[config.mk]
export PLATFORM = sky130hd
export DESIGN_NAME = feistel_lw_cipher
export DESIGN_NICKNAME = d
export VERILOG_FILES = /design/src/rtl/flc_pkg.sv /design/src/rtl/flc_keysched.sv /design/src/rtl/flc_sbox_layer.sv /design/src/rtl/flc_round.sv /design/src/rtl/feistel_lw_cipher.sv
export SDC_FILE = /design/constraint.sdc
export NUM_CORES = 1
export LEC_CHECK = 0
export ABC_AREA = 1
export BUFFER_PORTS_ARGS = -buffer_cell sky130_fd_sc_hd__buf_2
export CORE_MARGIN = 1.5
export CORE_UTILIZATION = 35
export DETAILED_ROUTE_END_ITERATION = 7
export PLACE_DENSITY = 0.54
export SETUP_SLACK_MARGIN = 0.4
export SYNTH_ARGS = -nofsm -noshare
export SYNTH_HDL_FRONTEND = slang
export SYNTH_SLANG_ARGS = --single-unit
[constraint.sdc]
create_clock -name clk -period 5.66 [get_ports clk]
set_input_delay 0.849 -clock clk [delete_from_list [all_inputs] [get_ports clk]]
set_output_delay 0.849 -clock clk [all_outputs]
set_load 0.05 [all_outputs]
[src/rtl/flc_pkg.sv]
package flc_pkg;

  localparam logic [31:0] GOLDEN = 32'h9E3779B9;

  function automatic logic [3:0] sbox4(input logic [3:0] x);
    logic [3:0] y;
    case (x)
      4'h0: y = 4'hE;
      4'h1: y = 4'h7;
      4'h2: y = 4'h8;
      4'h3: y = 4'h4;
      4'h4: y = 4'h1;
      4'h5: y = 4'h9;
      4'h6: y = 4'h2;
      4'h7: y = 4'hF;
      4'h8: y = 4'h5;
      4'h9: y = 4'hA;
      4'hA: y = 4'hB;
      4'hB: y = 4'h0;
      4'hC: y = 4'h6;
      4'hD: y = 4'hC;
      4'hE: y = 4'hD;
      default: y = 4'h3;
    endcase
    return y;
  endfunction

  function automatic logic [31:0] round_const(input int idx);
    logic [31:0] mult;
    mult = 32'(idx + 1);
    return GOLDEN * mult;
  endfunction

endpackage

[src/rtl/flc_keysched.sv]
module flc_keysched #(
  parameter int HALF_W = 32,
  parameter int NKEYS  = 16
) (
  input  logic [2*HALF_W-1:0]           key,
  output logic [NKEYS-1:0][HALF_W-1:0]  subkeys
);
  logic [HALF_W-1:0] key_hi;
  logic [HALF_W-1:0] key_lo;

  assign key_hi = key[2*HALF_W-1:HALF_W];
  assign key_lo = key[HALF_W-1:0];

  // even entries use the upper key half, odd entries the lower
  for (genvar i = 0; i < NKEYS; i++) begin : g_sub
    localparam logic [31:0] CI = flc_pkg::round_const(i);
    if ((i % 2) == 0) begin : g_even
      assign subkeys[i] = HALF_W'(CI) ^ key_hi;
    end else begin : g_odd
      assign subkeys[i] = HALF_W'(CI) ^ key_lo;
    end
  end
endmodule

[src/rtl/flc_sbox_layer.sv]
module flc_sbox_layer #(
  parameter int HALF_W = 32
) (
  input  logic [HALF_W-1:0] din,
  output logic [HALF_W-1:0] dout
);
  localparam int NIB = HALF_W / 4;

  // one 4-bit box per nibble, all identical
  for (genvar n = 0; n < NIB; n++) begin : g_box
    assign dout[4*n +: 4] = flc_pkg::sbox4(din[4*n +: 4]);
  end
endmodule

[src/rtl/flc_round.sv]
module flc_round #(
  parameter int HALF_W = 32,
  parameter int ROT    = 7
) (
  input  logic [HALF_W-1:0] left_in,
  input  logic [HALF_W-1:0] right_in,
  input  logic [HALF_W-1:0] subkey,
  output logic [HALF_W-1:0] left_keyed,
  output logic [HALF_W-1:0] right_mixed
);
  logic [HALF_W-1:0] subst;
  logic [HALF_W-1:0] rotated;

  assign left_keyed = left_in ^ subkey;

  flc_sbox_layer #(.HALF_W(HALF_W)) u_sbox (
    .din  (left_keyed),
    .dout (subst)
  );

  assign rotated     = {subst[HALF_W-ROT-1:0], subst[HALF_W-1:HALF_W-ROT]};
  assign right_mixed = right_in ^ rotated;
endmodule

[src/rtl/feistel_lw_cipher.sv]
module feistel_lw_cipher #(
  parameter int HALF_W = 32,
  parameter int ROUNDS = 14,
  parameter int ROT    = 7
) (
  input  logic                  clk,
  input  logic                  rst,
  input  logic                  start,
  input  logic                  decrypt,
  input  logic [2*HALF_W-1:0]   key_in,
  input  logic [2*HALF_W-1:0]   data_in,
  output logic                  busy,
  output logic                  done,
  output logic [2*HALF_W-1:0]   data_out
);
  localparam int NKEYS  = ROUNDS + 2;
  localparam int CNT_W  = $clog2(ROUNDS);
  localparam int KIDX_W = $clog2(NKEYS);
  localparam logic [CNT_W-1:0] LAST = CNT_W'(ROUNDS - 1);

  logic [HALF_W-1:0]          left_q, right_q;
  logic [2*HALF_W-1:0]        key_q;
  logic                       dec_q;
  logic [CNT_W-1:0]           cnt_q;
  logic                       busy_q, done_q;
  logic [2*HALF_W-1:0]        out_q;

  logic [NKEYS-1:0][HALF_W-1:0] subkeys;
  logic [KIDX_W-1:0]            kidx;
  logic [HALF_W-1:0]            rkey, white_r, white_l;
  logic [HALF_W-1:0]            a_keyed, b_mixed;

  flc_keysched #(.HALF_W(HALF_W), .NKEYS(NKEYS)) u_keys (
    .key     (key_q),
    .subkeys (subkeys)
  );

  // decryption walks the subkey array from the top down
  always_comb begin
    if (dec_q) begin
      kidx    = KIDX_W'(NKEYS - 1) - KIDX_W'(cnt_q);
      white_r = subkeys[1];
      white_l = subkeys[0];
    end else begin
      kidx    = KIDX_W'(cnt_q);
      white_r = subkeys[NKEYS-2];
      white_l = subkeys[NKEYS-1];
    end
    rkey = subkeys[kidx];
  end

  flc_round #(.HALF_W(HALF_W), .ROT(ROT)) u_round (
    .left_in     (left_q),
    .right_in    (right_q),
    .subkey      (rkey),
    .left_keyed  (a_keyed),
    .right_mixed (b_mixed)
  );

  always_ff @(posedge clk) begin
    if (rst) begin
      left_q  <= '0;
      right_q <= '0;
      key_q   <= '0;
      dec_q   <= 1'b0;
      cnt_q   <= '0;
      busy_q  <= 1'b0;
      done_q  <= 1'b0;
      out_q   <= '0;
    end else begin
      done_q <= 1'b0;
      if (!busy_q) begin
        if (start) begin
          left_q  <= data_in[2*HALF_W-1:HALF_W];
          right_q <= data_in[HALF_W-1:0];
          key_q   <= key_in;
          dec_q   <= decrypt;
          cnt_q   <= '0;
          busy_q  <= 1'b1;
        end
      end else if (cnt_q == LAST) begin
        // last round leaves halves unswapped, then whitening
        out_q  <= {a_keyed ^ white_l, b_mixed ^ white_r};
        busy_q <= 1'b0;
        done_q <= 1'b1;
      end else begin
        left_q  <= b_mixed;
        right_q <= a_keyed;
        cnt_q   <= cnt_q + 1'b1;
      end
    end
  end

  assign busy     = busy_q;
  assign done     = done_q;
  assign data_out = out_q;

  a_r3_done_single: assert property (@(posedge clk) disable iff (rst)
    done |=> !done);

  a_r2_busy_continues: assert property (@(posedge clk) disable iff (rst)
    (busy && cnt_q != LAST) |=> (busy && !done));

  a_r2_finish_edge: assert property (@(posedge clk) disable iff (rst)
    (busy && cnt_q == LAST) |=> (!busy && done));

  a_r4_out_hold: assert property (@(posedge clk) disable iff (rst)
    !done |-> $stable(data_out) || $past(rst));

  a_r5_no_restart: assert property (@(posedge clk) disable iff (rst)
    busy |=> $stable(key_q) && $stable(dec_q));

  a_r2_start_accept: assert property (@(posedge clk) disable iff (rst)
    (!busy && start) |=> (busy && cnt_q == '0));

endmodule

==> results.py, run 1 <==
metrics = {
    "routing": {
        "viasPerCell": 5.29,
        "drtPass1Iterations": 7,
        "vias": 13900,
        "detail_route.wl_per_cell_um": 20.1,
        "antenna_left": 0,
        "drc_errors": 12,
        "routed_wirelength_um": 52600,
        "dr.first_iter.drc_count": 1270,
    },
    "critical_path": {
        "crit_type": "flop to flop",
        "crit_arrival_ns": 4.82,
        "cp_top_family": "simple AND/OR/NAND/NOR gates",
        "cp_max_fo": 58,
        "cp-end-kind": "flop",
        "cp.required_ns": 6.04,
        "max_stage_delay_ns": 0.86,
        "crit_chain": "buf_4 > nand2_1 > nand2_2 > nand2_1 > nand2_1 > nand2_1 > nand2_1 > nand2_1 > nand2_1 > nand3_1 > nand2_2 > inv_1 > ha_1 > o211ai_1 > nand2_1 > nand2_1 > nand2_1 > nand2_1 > nand3_1 > nand2_1 > inv_1",
        "start_kind": "flop",
        "reg2reg_depth": 21,
        "r2r-start": "dec_q$_SDFFE_PP0P_",
        "crit_top_cell": "nand2_1",
        "slowest_stage": "dfxtp_2",
        "r2r-end": "data_out[21]$_SDFFE_PP0P_",
        "r2r_slack_ns": 1.22,
        "cp_num_buf_inv": 3,
    },
    "outcome": {
        "failed_checks": "design-rule violations",
        "status": "finished with violations",
    },
    "hold_path": {
        "hold_class": "flop to flop",
        "min_path_cells": 2,
        "min_to": "right_q[18]$_SDFFE_PP0P_",
        "holdCritStartpoint": "right_q[18]$_SDFFE_PP0P_",
    },
    "sta": {
        "finClkSkew_ns": 0.0131,
        "setup_viol": 0,
        "slew-limit-headroom_pct": 23.6,
        "tightest_slew_ns": 1.13,
        "max_freq_ghz": 0.225,
        "final-hold-violation-count": 0,
        "rsz0062_at_grt": "no",
        "finalCriticalPeriod_ns": 4.44,
        "final_max_slew_viol_count": 0,
        "fin_setup_tns_ns": 0,
        "period_share_pct": 78.5,
    },
    "floorplan": {
        "io_pins": 198,
        "core_um2": 35700,
        "die_h_um": 194,
        "initial_core_util_pct": 35.6,
        "num_rows": 69,
        "die-area_um2": 37500,
        "die_w_um": 194,
    },
    "power_and_ir_drop": {
        "p_int_uw": 2730,
        "switching_power_uw": 2210,
        "pwr-share-comb_pct": 42.3,
        "vdd_drop_max_mv": 0.238,
        "power_frac_seq_pct": 32.4,
        "switching_share_pct": 44.7,
        "p_per_area_nw_per_um2": 339,
        "p_leak_uw": 0.00711,
        "clkPwrFrac_pct": 25.2,
    },
    "synth": {
        "synth_warnings": 0,
        "synth.avg_cell_area_um2": 6.33,
        "syn_inst": 2009,
        "synthesis.nets": 2178,
        "syn_area_um2": 12700,
        "async_flop_share_pct": 0,
        "synth-edff-count": 0,
        "synth_cell_types": 41,
        "ys_ff_latch": 199,
        "ys.flop_type": "dfxtp_1",
        "synth_seq_area_share_pct": 31.4,
    },
    "global_route": {
        "antenna_found_initial": 1,
        "grt_overflow_total": 0,
        "grt_pass1_wl_um": 77900,
        "track_usage_pct": 27.9,
        "first_global_vias": 12500,
        "grt_max_degree": 106,
    },
    "clock_network": {
        "cts.sinks": 199,
        "postCtsSetupBuffers": 0,
        "clockBufferDepth": 2,
        "cts_hold_buf": 0,
        "cts_tree": "yes",
        "htreeDepth": 4,
        "clk_pin_slew_ns": 0.08,
        "root_buffer": "clkbuf_16",
        "clock_latency_ns": 0.47,
        "post_cts_resized": 0,
        "cts-buffers-inserted": 17,
    },
    "placed_design": {
        "gp_congestion": 0.935,
        "place.port_buffers": 197,
        "dp_hpwl_um": 40000,
    },
    "cells_and_area": {
        "postLayoutCoreUtil_pct": 40.8,
        "drive_above_1_share_pct": 14.9,
        "diodes": 0,
        "syn_to_final_growth_pct": 14.6,
        "fin_nets": 2316,
    },
    "job": {
        "cap_violations": 0,
    },
}
## power groups by stage
stage	Clock [uW]	Sequential, uW	Combinational [uW]
6_report	1240	1600	2090
5_1_grt	1320	1610	2340
4_1_cts	1270	1600	2060
3_5_place_dp	0	1630	2050
3_3_place_gp	0	1630	2030
2_1_floorplan	0	1590	1460
## cell usage after synthesis (all sizes together), types with 14 or more instances
cell type	n	share of area [%]
o211ai	14	0.83
inv	222	6.6
buf	18	1.1
o221ai	29	2.0
nand3	222	8.9
a21oi	70	2.8
o22ai	30	1.5
nand2	542	17
dfxtp	199	31
xor2	44	3.6
clkbuf	78	2.3
o21ai	265	11
nor2	196	5.9
ha	37	3.6
## logic make-up (layout without fill, tap and decap cells)
group,count (synthesis),count (layout),share of synthesized area [%]
AOI/OAI and AO/OA,415,415,18.1
DFF,199,199,31.4
and+or+nand+nor,991,991,33.0
xor gates and xnor gates,48,48,3.90
adders and majority gates,37,37,3.64
buffers and inverters,319,470,9.97
## layout by cell type, fill, tap and decap left out, types with 11 or more instances in the layout
master and n:
nand2_1 519, o21ai_0 226, nand3_1 218, dfxtp_1 198
inv_1 197, buf_2 197, nor2_1 191, a21oi_1 70
xor2_1 38, ha_1 37, o21ai_1 34, o22ai_1 30
o221ai_1 29, inv_2 26, nand2_2 19, buf_4 18
clkbuf_16 17, o211ai_1 14, nand3b_1 11
## sequential cells by signal, indices dropped and copies added, names as in the netlist
signal and count:
data_out 64, key_q 64, left_q 32, right_q 32, cnt_q 4, busy 1
dec_q 1, done 1
## metal layers
metal	track usage, %	share of wire (%)	vias to the layer above
li1	-	-	6831
met1	39.7	47	6400
met2	41.3	42	553
met3	5.40	7.9	79
met4	11.2	3.5	0
met5	0	0	-
## cell type report
cell class / count / area (um2)
Clock buffer: 18 / 429
Clock inverter: 14 / 140
Fill cell: 3847 / 21100
Inverter: 223 / 837
Multi-Input combinational cell: 1491 / 7470
Sequential cell: 199 / 3990
Tap cell: 461 / 577
Timing Repair Buffer: 215 / 1120
## worst register-to-register path, delay by kind of cell, from the launching register on
kind	cells	cell delay, ns
AO/OA/AOI/OAI	1	0.22
adder cells (fa/ha/maj)	1	0.21
flip-flops	1	0.86
AND/OR/NAND/NOR	16	2.34
buffers and inverters	3	0.73
## worst max path at each step
stage	start	end	slack [ns]	cells past startpoint
after floorplan	dec_q$_SDFFE_PP0P_	data_out[20]$_SDFFE_PP0P_	3.15	22
final	dec_q$_SDFFE_PP0P_	data_out[21]$_SDFFE_PP0P_	1.22	21
after global routing	dec_q$_SDFFE_PP0P_	data_out[19]$_SDFFE_PP0P_	0.74	21
after detailed placement	dec_q$_SDFFE_PP0P_	data_out[21]$_SDFFE_PP0P_	1.28	21
after CTS	dec_q$_SDFFE_PP0P_	data_out[21]$_SDFFE_PP0P_	1.29	21
after global placement	dec_q$_SDFFE_PP0P_	data_out[19]$_SDFFE_PP0P_	1.39	21
## metrics by stage
stage,setup slack [ns],std cells,hold WS (ns),cell area (um2),total power (uW)
floorplan,3.15,2009,0.428,12700,3050
global placement,1.39,2589,0.459,14000,3660
detailed placement,1.28,2589,0.474,14000,3680
CTS,1.29,2621,0.495,14600,4930
global route,0.745,2621,0.508,14600,5270
finish,1.22,2621,0.495,14600,4940
(Power assumes the default switching activity.)
==> run 2: changes to the inputs <==
--- a/config.mk
+++ b/config.mk
@@ -10,7 +10,7 @@
 export CORE_MARGIN = 1.5
 export CORE_UTILIZATION = 35
 export DETAILED_ROUTE_END_ITERATION = 7
-export PLACE_DENSITY = 0.54
+export PLACE_DENSITY = 0.56
 export SETUP_SLACK_MARGIN = 0.4
 export SYNTH_ARGS = -nofsm -noshare
 export SYNTH_HDL_FRONTEND = slang
==> constraint.sdc (replaced) <==
create_clock -name clk -period 3.8 [get_ports clk]
set_input_delay 0.57 -clock clk [delete_from_list [all_inputs] [get_ports clk]]
set_output_delay 0.57 -clock clk [all_outputs]
set_load 0.05 [all_outputs]
==> run 2 against run 1 <==
The flow still finishes with violations (design-rule violations). Setup slack lost 0.51 ns. Sequential share of layout area shrank 0.32 points. Critical endpoint is now data_out[6]$_SDFFE_PP0P_. Hold slack lost 0.15 ns. Largest cell class unchanged. Clock skew grew 0.0030 ns. Via count shrank 0.58%. Final area grew 1.3%. Critical path depth shrank 5. Critical path type unchanged. Power grew 52%. Sequential power grew 49%. Highest routed layer unchanged. Die area is the same. Global-route usage grew 0.11 points. Maximum frequency grew 44%.
==> results.py, run 2 (synthesized netlist as in run 1, its figures left out) <==
metrics = {
    "routing": {
        "vias": 13800,
        "dr.first_iter.drc_count": 1241,
        "drc_errors": 11,
        "detail_route.wl_per_cell_um": 20.1,
        "drtPass1Iterations": 8,
        "viasPerCell": 5.24,
        "antenna_left": 0,
        "routed_wirelength_um": 52900,
    },
    "clock_network": {
        "clockBufferDepth": 2,
        "cts.sinks": 199,
        "root_buffer": "clkbuf_16",
        "cts_hold_buf": 0,
        "clock_latency_ns": 0.47,
        "cts_tree": "yes",
        "clk_pin_slew_ns": 0.09,
        "cts-buffers-inserted": 17,
        "htreeDepth": 4,
    },
    "floorplan": {
        "die-area_um2": 37500,
        "die_w_um": 194,
        "num_rows": 69,
        "core_um2": 35700,
        "die_h_um": 194,
        "io_pins": 198,
        "initial_core_util_pct": 35.6,
    },
    "global_route": {
        "track_usage_pct": 28.1,
        "antenna_found_initial": 1,
        "grt_pass1_wl_um": 78700,
        "grt_overflow_total": 0,
        "first_global_vias": 12800,
        "grt_max_degree": 106,
    },
    "power_and_ir_drop": {
        "vdd_drop_max_mv": 0.361,
        "p_leak_uw": 0.00720,
        "p_per_area_nw_per_um2": 510,
    },
    "placed_design": {
        "place_area_um2": 14100,
        "dp_cells": 2598,
        "place.port_buffers": 197,
        "gp_congestion": 0.941,
        "dp_hpwl_um": 40300,
        "place_ws_ns": 0.479,
    },
    "sta": {
        "setup_viol": 0,
        "setup_ws_ns": 0.707,
        "whs_ns": 0.344,
        "final-hold-violation-count": 0,
        "rsz0062_at_grt": "no",
        "finalCriticalPeriod_ns": 3.09,
        "max_freq_ghz": 0.323,
        "final_max_slew_viol_count": 0,
        "period_share_pct": 81.4,
        "fin_setup_tns_ns": 0,
        "finClkSkew_ns": 0.0161,
        "slew-limit-headroom_pct": 19.5,
        "tightest_slew_ns": 1.20,
    },
    "critical_path": {
        "cp_max_fo": 29,
        "cp.required_ns": 4.17,
        "crit_arrival_ns": 3.46,
        "start_kind": "flop",
        "cp-end-kind": "flop",
        "crit_type": "flop to flop",
    },
    "outcome": {
        "status": "finished with violations",
        "failed_checks": "design-rule violations",
    },
    "cells_and_area": {
        "fin_area_um2": 14700,
        "drive_above_1_share_pct": 15.3,
        "fin_nets": 2325,
        "layoutNonFillerInstCount": 2630,
        "final_cell_mix": "nand2_1, o21ai_0, nand3_1",
        "final_common_cell": "nand2_1",
        "diodes": 0,
        "syn_to_final_growth_pct": 16.1,
    },
    "hold_path": {
        "hold_class": "primary input to flop",
    },
    "job": {
        "cap_violations": 0,
    },
}
==> run 2: layout make-up <==
class	instances	area, um2
tap	461	577
timing repair buffer	224	1230
sequential	199	3990
clock buffer	18	429
fill	3849	20900
multi-input combinational	1491	7510
inverter	223	840
clock inverter	14	181
==> run 2: critical path, stage by stage (launching register included) <==
cell and delay (ns):
dfxtp_4 0.39, inv_4 0.18, nand2_1 0.15, nand2_4 0.32, buf_4 0.27, nand2_1 0.09, nand2_1 0.08, xor2_1 0.40
inv_2 0.19, nand2_1 0.15, nand2_1 0.06, nand2_1 0.05, nand2_1 0.09, xor2_1 0.27, nor2_1 0.08, o21ai_1 0.15
inv_1 0.05
==> run 2: routing by layer <==
layer	vias to the layer above	track usage (%)	share of wire [%]
met5	-	0	0
li1	6835	-	-
met1	6337	39.0	46
met2	528	41.8	42
met4	0	11.4	3.6
met3	83	6.19	7.7
==> run 2: final timing paths <==
check | start | to | slack, ns | depth (start not counted)
setup reg to reg | dec_q$_SDFFE_PP0P_ | data_out[6]$_SDFFE_PP0P_ | 0.71 | 16
hold reg to reg | left_q[2]$_SDFFE_PP0P_ | left_q[2]$_SDFFE_PP0P_ | 0.47 | 2
hold / removal | key_in[47] | key_q[47]$_SDFFE_PP0P_ | 0.34 | 3
setup / recovery | dec_q$_SDFFE_PP0P_ | data_out[6]$_SDFFE_PP0P_ | 0.71 | 16
==> run 2: timing repair <==
action | 4_1_cts | 5_1_grt
endpoints found under the hold margin | 0 | 0
setup buffers | 0 | 0
setup endpoints to repair | 0 | 34
gates resized for setup | 0 | 9
==> run 2: power breakdown <==
group / internal, uW / switching, uW
combinational: 944 / 2220
sequential: 2230 / 145
clock: 1010 / 979
total: 4180 / 3340
==> run 2: through the flow <==
step | utilization [%] | total power, uW
after floorplan | - | 4540
after global placement | 39.5 | 5470
after detailed placement | 39.5 | 5510
after CTS | 41.3 | 7500
after global routing | 41.4 | 8040
final | 41.4 | 7520
==> run 3: changes to the inputs <==
--- a/config.mk
+++ b/config.mk
@@ -10,7 +10,7 @@
 export CORE_MARGIN = 1.5
 export CORE_UTILIZATION = 35
 export DETAILED_ROUTE_END_ITERATION = 7
-export PLACE_DENSITY = 0.56
+export PLACE_DENSITY = 0.54
 export SETUP_SLACK_MARGIN = 0.4
 export SYNTH_ARGS = -nofsm -noshare
 export SYNTH_HDL_FRONTEND = slang
==> constraint.sdc (replaced) <==
create_clock -name clk -period 3 [get_ports clk]
set_input_delay 0.45 -clock clk [delete_from_list [all_inputs] [get_ports clk]]
set_output_delay 0.45 -clock clk [all_outputs]
set_load 0.05 [all_outputs]
==> run 3 against run 2 <==
Register-to-register slack lost 0.38 ns. Clock skew is essentially flat. Sequential share of layout area is 4.0 points lower. Highest routed layer unchanged. Critical path type unchanged. Non-clock buffer count increased by 143. The run still ends with design-rule violations left. Critical path depth up 7.
==> results.py, run 3 (synthesized netlist as in run 1, its figures left out) <==
metrics = {
    "outcome": {
        "status": "finished with violations",
        "failed_checks": "design-rule violations",
    },
    "sta": {
        "slew-limit-headroom_pct": 26.3,
        "finalCriticalPeriod_ns": 2.67,
        "final_max_slew_viol_count": 0,
        "setup_viol": 0,
        "final-hold-violation-count": 0,
        "max_freq_ghz": 0.374,
        "tightest_slew_ns": 1.09,
        "fin_setup_tns_ns": 0,
        "finClkSkew_ns": 0.0163,
        "period_share_pct": 89.2,
        "rsz0062_at_grt": "yes",
    },
    "critical_path": {
        "reg2reg_depth": 23,
        "crit_arrival_ns": 3.06,
        "cp_max_fo": 7,
        "r2r-start": "dec_q$_SDFFE_PP0P_",
        "crit_start": "dec_q$_SDFFE_PP0P_",
        "crit_type": "flop to flop",
        "cp.required_ns": 3.39,
        "start_kind": "flop",
        "cp-end-kind": "flop",
    },
    "power_and_ir_drop": {
        "switching_power_uw": 4930,
        "p_leak_uw": 0.00831,
        "pwr-share-comb_pct": 49.7,
        "vdd_drop_max_mv": 0.545,
        "p_per_area_nw_per_um2": 651,
        "clkPwrFrac_pct": 23.6,
        "p_int_uw": 6380,
        "switching_share_pct": 43.6,
        "power_frac_seq_pct": 26.7,
    },
    "cells_and_area": {
        "fin_area_um2": 17400,
        "drive_above_1_share_pct": 29.7,
        "diodes": 0,
        "seq_area_um2": 4000,
        "multi_input_comb_area_um2": 8670,
        "fin_nets": 2472,
        "syn_to_final_growth_pct": 36.8,
        "final_common_cell": "nand2_1",
        "final_cell_mix": "nand2_1, o21ai_0, buf_2",
        "fillerInstances": 3686,
        "postLayoutCoreUtil_pct": 48.8,
        "layoutNonFillerInstCount": 2777,
    },
    "floorplan": {
        "io_pins": 198,
        "die_h_um": 194,
        "die_w_um": 194,
        "die-area_um2": 37500,
        "core_um2": 35700,
        "initial_core_util_pct": 35.6,
        "num_rows": 69,
    },
    "placed_design": {
        "place.port_buffers": 197,
        "dp_hpwl_um": 41100,
        "gp_congestion": 0.932,
        "place_area_um2": 14700,
        "dp_cells": 2667,
    },
    "routing": {
        "detail_route.wl_per_cell_um": 20.5,
        "routed_wirelength_um": 57000,
        "drc_errors": 12,
        "vias": 14800,
        "dr.first_iter.drc_count": 1359,
        "drtPass1Iterations": 8,
        "viasPerCell": 5.32,
        "antenna_left": 0,
    },
    "hold_path": {
        "hold_class": "primary input to flop",
        "min_path_cells": 3,
        "holdCritStartpoint": "key_in[10]",
    },
    "clock_network": {
        "cts-buffers-inserted": 17,
        "cts_hold_buf": 0,
        "clk_pin_slew_ns": 0.08,
        "cts_tree": "yes",
        "htreeDepth": 4,
        "root_buffer": "clkbuf_16",
        "clock_latency_ns": 0.48,
        "clockBufferDepth": 2,
        "cts.sinks": 199,
    },
    "global_route": {
        "grt_pass1_wl_um": 81800,
        "track_usage_pct": 29.2,
        "antenna_found_initial": 1,
        "first_global_vias": 13200,
        "grt_max_degree": 100,
        "grt_overflow_total": 0,
    },
    "job": {
        "cap_violations": 0,
    },
}
==> run 3: area by class of cell <==
cell class                 instances  area share [%]
tap                              461            3.32
inverter                         223            4.94
timing repair buffer             367            15.1
clock inverter                    15            1.32
sequential                       199            23.0
multi-input combinational       1495            49.9
clock buffer                      17            2.45
==> run 3: through the flow <==
stage / setup WS (ns) / hold WS [ns] / power (uW)
floorplan: 0.485 / 0.428 / 5750
global placement: 0.118 / 0.448 / 7280
detailed placement: 0.104 / 0.453 / 7310
CTS: 0.370 / 0.214 / 10200
global route: 0.179 / 0.226 / 11900
finish: 0.325 / 0.222 / 11300
==> run 3: critical path: stages (launching register included) <==
cell      delay [ns]
dfxtp_4         0.38
buf_12          0.15
nand2_4         0.06
nand2_4         0.09
buf_12          0.14
nor2_4          0.19
nand2_1         0.07
nand2_1         0.08
nor2_2          0.04
nand2_2         0.10
nand2_2         0.06
nand2_2         0.10
nand2_4         0.07
buf_12          0.13
ha_4            0.26
nand2_2         0.05
o21ai_2         0.07
nand2_2         0.10
nand2_1         0.08
nand2_1         0.07
nand3b_1        0.08
nand3_1         0.08
nand2_1         0.09
inv_1           0.04
==> run 3: worst paths after layout <==
kind                               endpoint  slack, ns
hold / removal       key_q[10]$_SDFFE_PP0P_       0.22
setup reg to reg  data_out[20]$_SDFFE_PP0P_       0.33
setup / recovery  data_out[20]$_SDFFE_PP0P_       0.33
hold reg to reg     left_q[16]$_SDFFE_PP0P_       0.48
==> run 3: per-layer routing <==
| layer | routed length [um] | up-vias | track usage [%] |
|---|---|---|---|
| met5 | 0 | - | 0 |
| met4 | 1980 | 0 | 9.24 |
| met2 | 24500 | 599 | 44.3 |
| met1 | 25600 | 6918 | 41.5 |
| li1 | - | 7144 | - |
| met3 | 4940 | 103 | 5.54 |
==> run 3: power groups by stage <==
stage	registers, uW	clock network, uW	logic [uW]
final	3020	2680	5620
after global routing	3040	2800	6100
after CTS	3000	2700	4550
after detailed placement	3060	0	4260
after global placement	3060	0	4220
after floorplan	2990	0	2750
==> run 3: repair_timing <==
action / in CTS / in global routing
endpoints found under the setup margin: 62 / 62
resized for setup: 78 / 249
pin swaps: 22 / 104
setup buffers: 27 / 43
cloned: 3 / 5
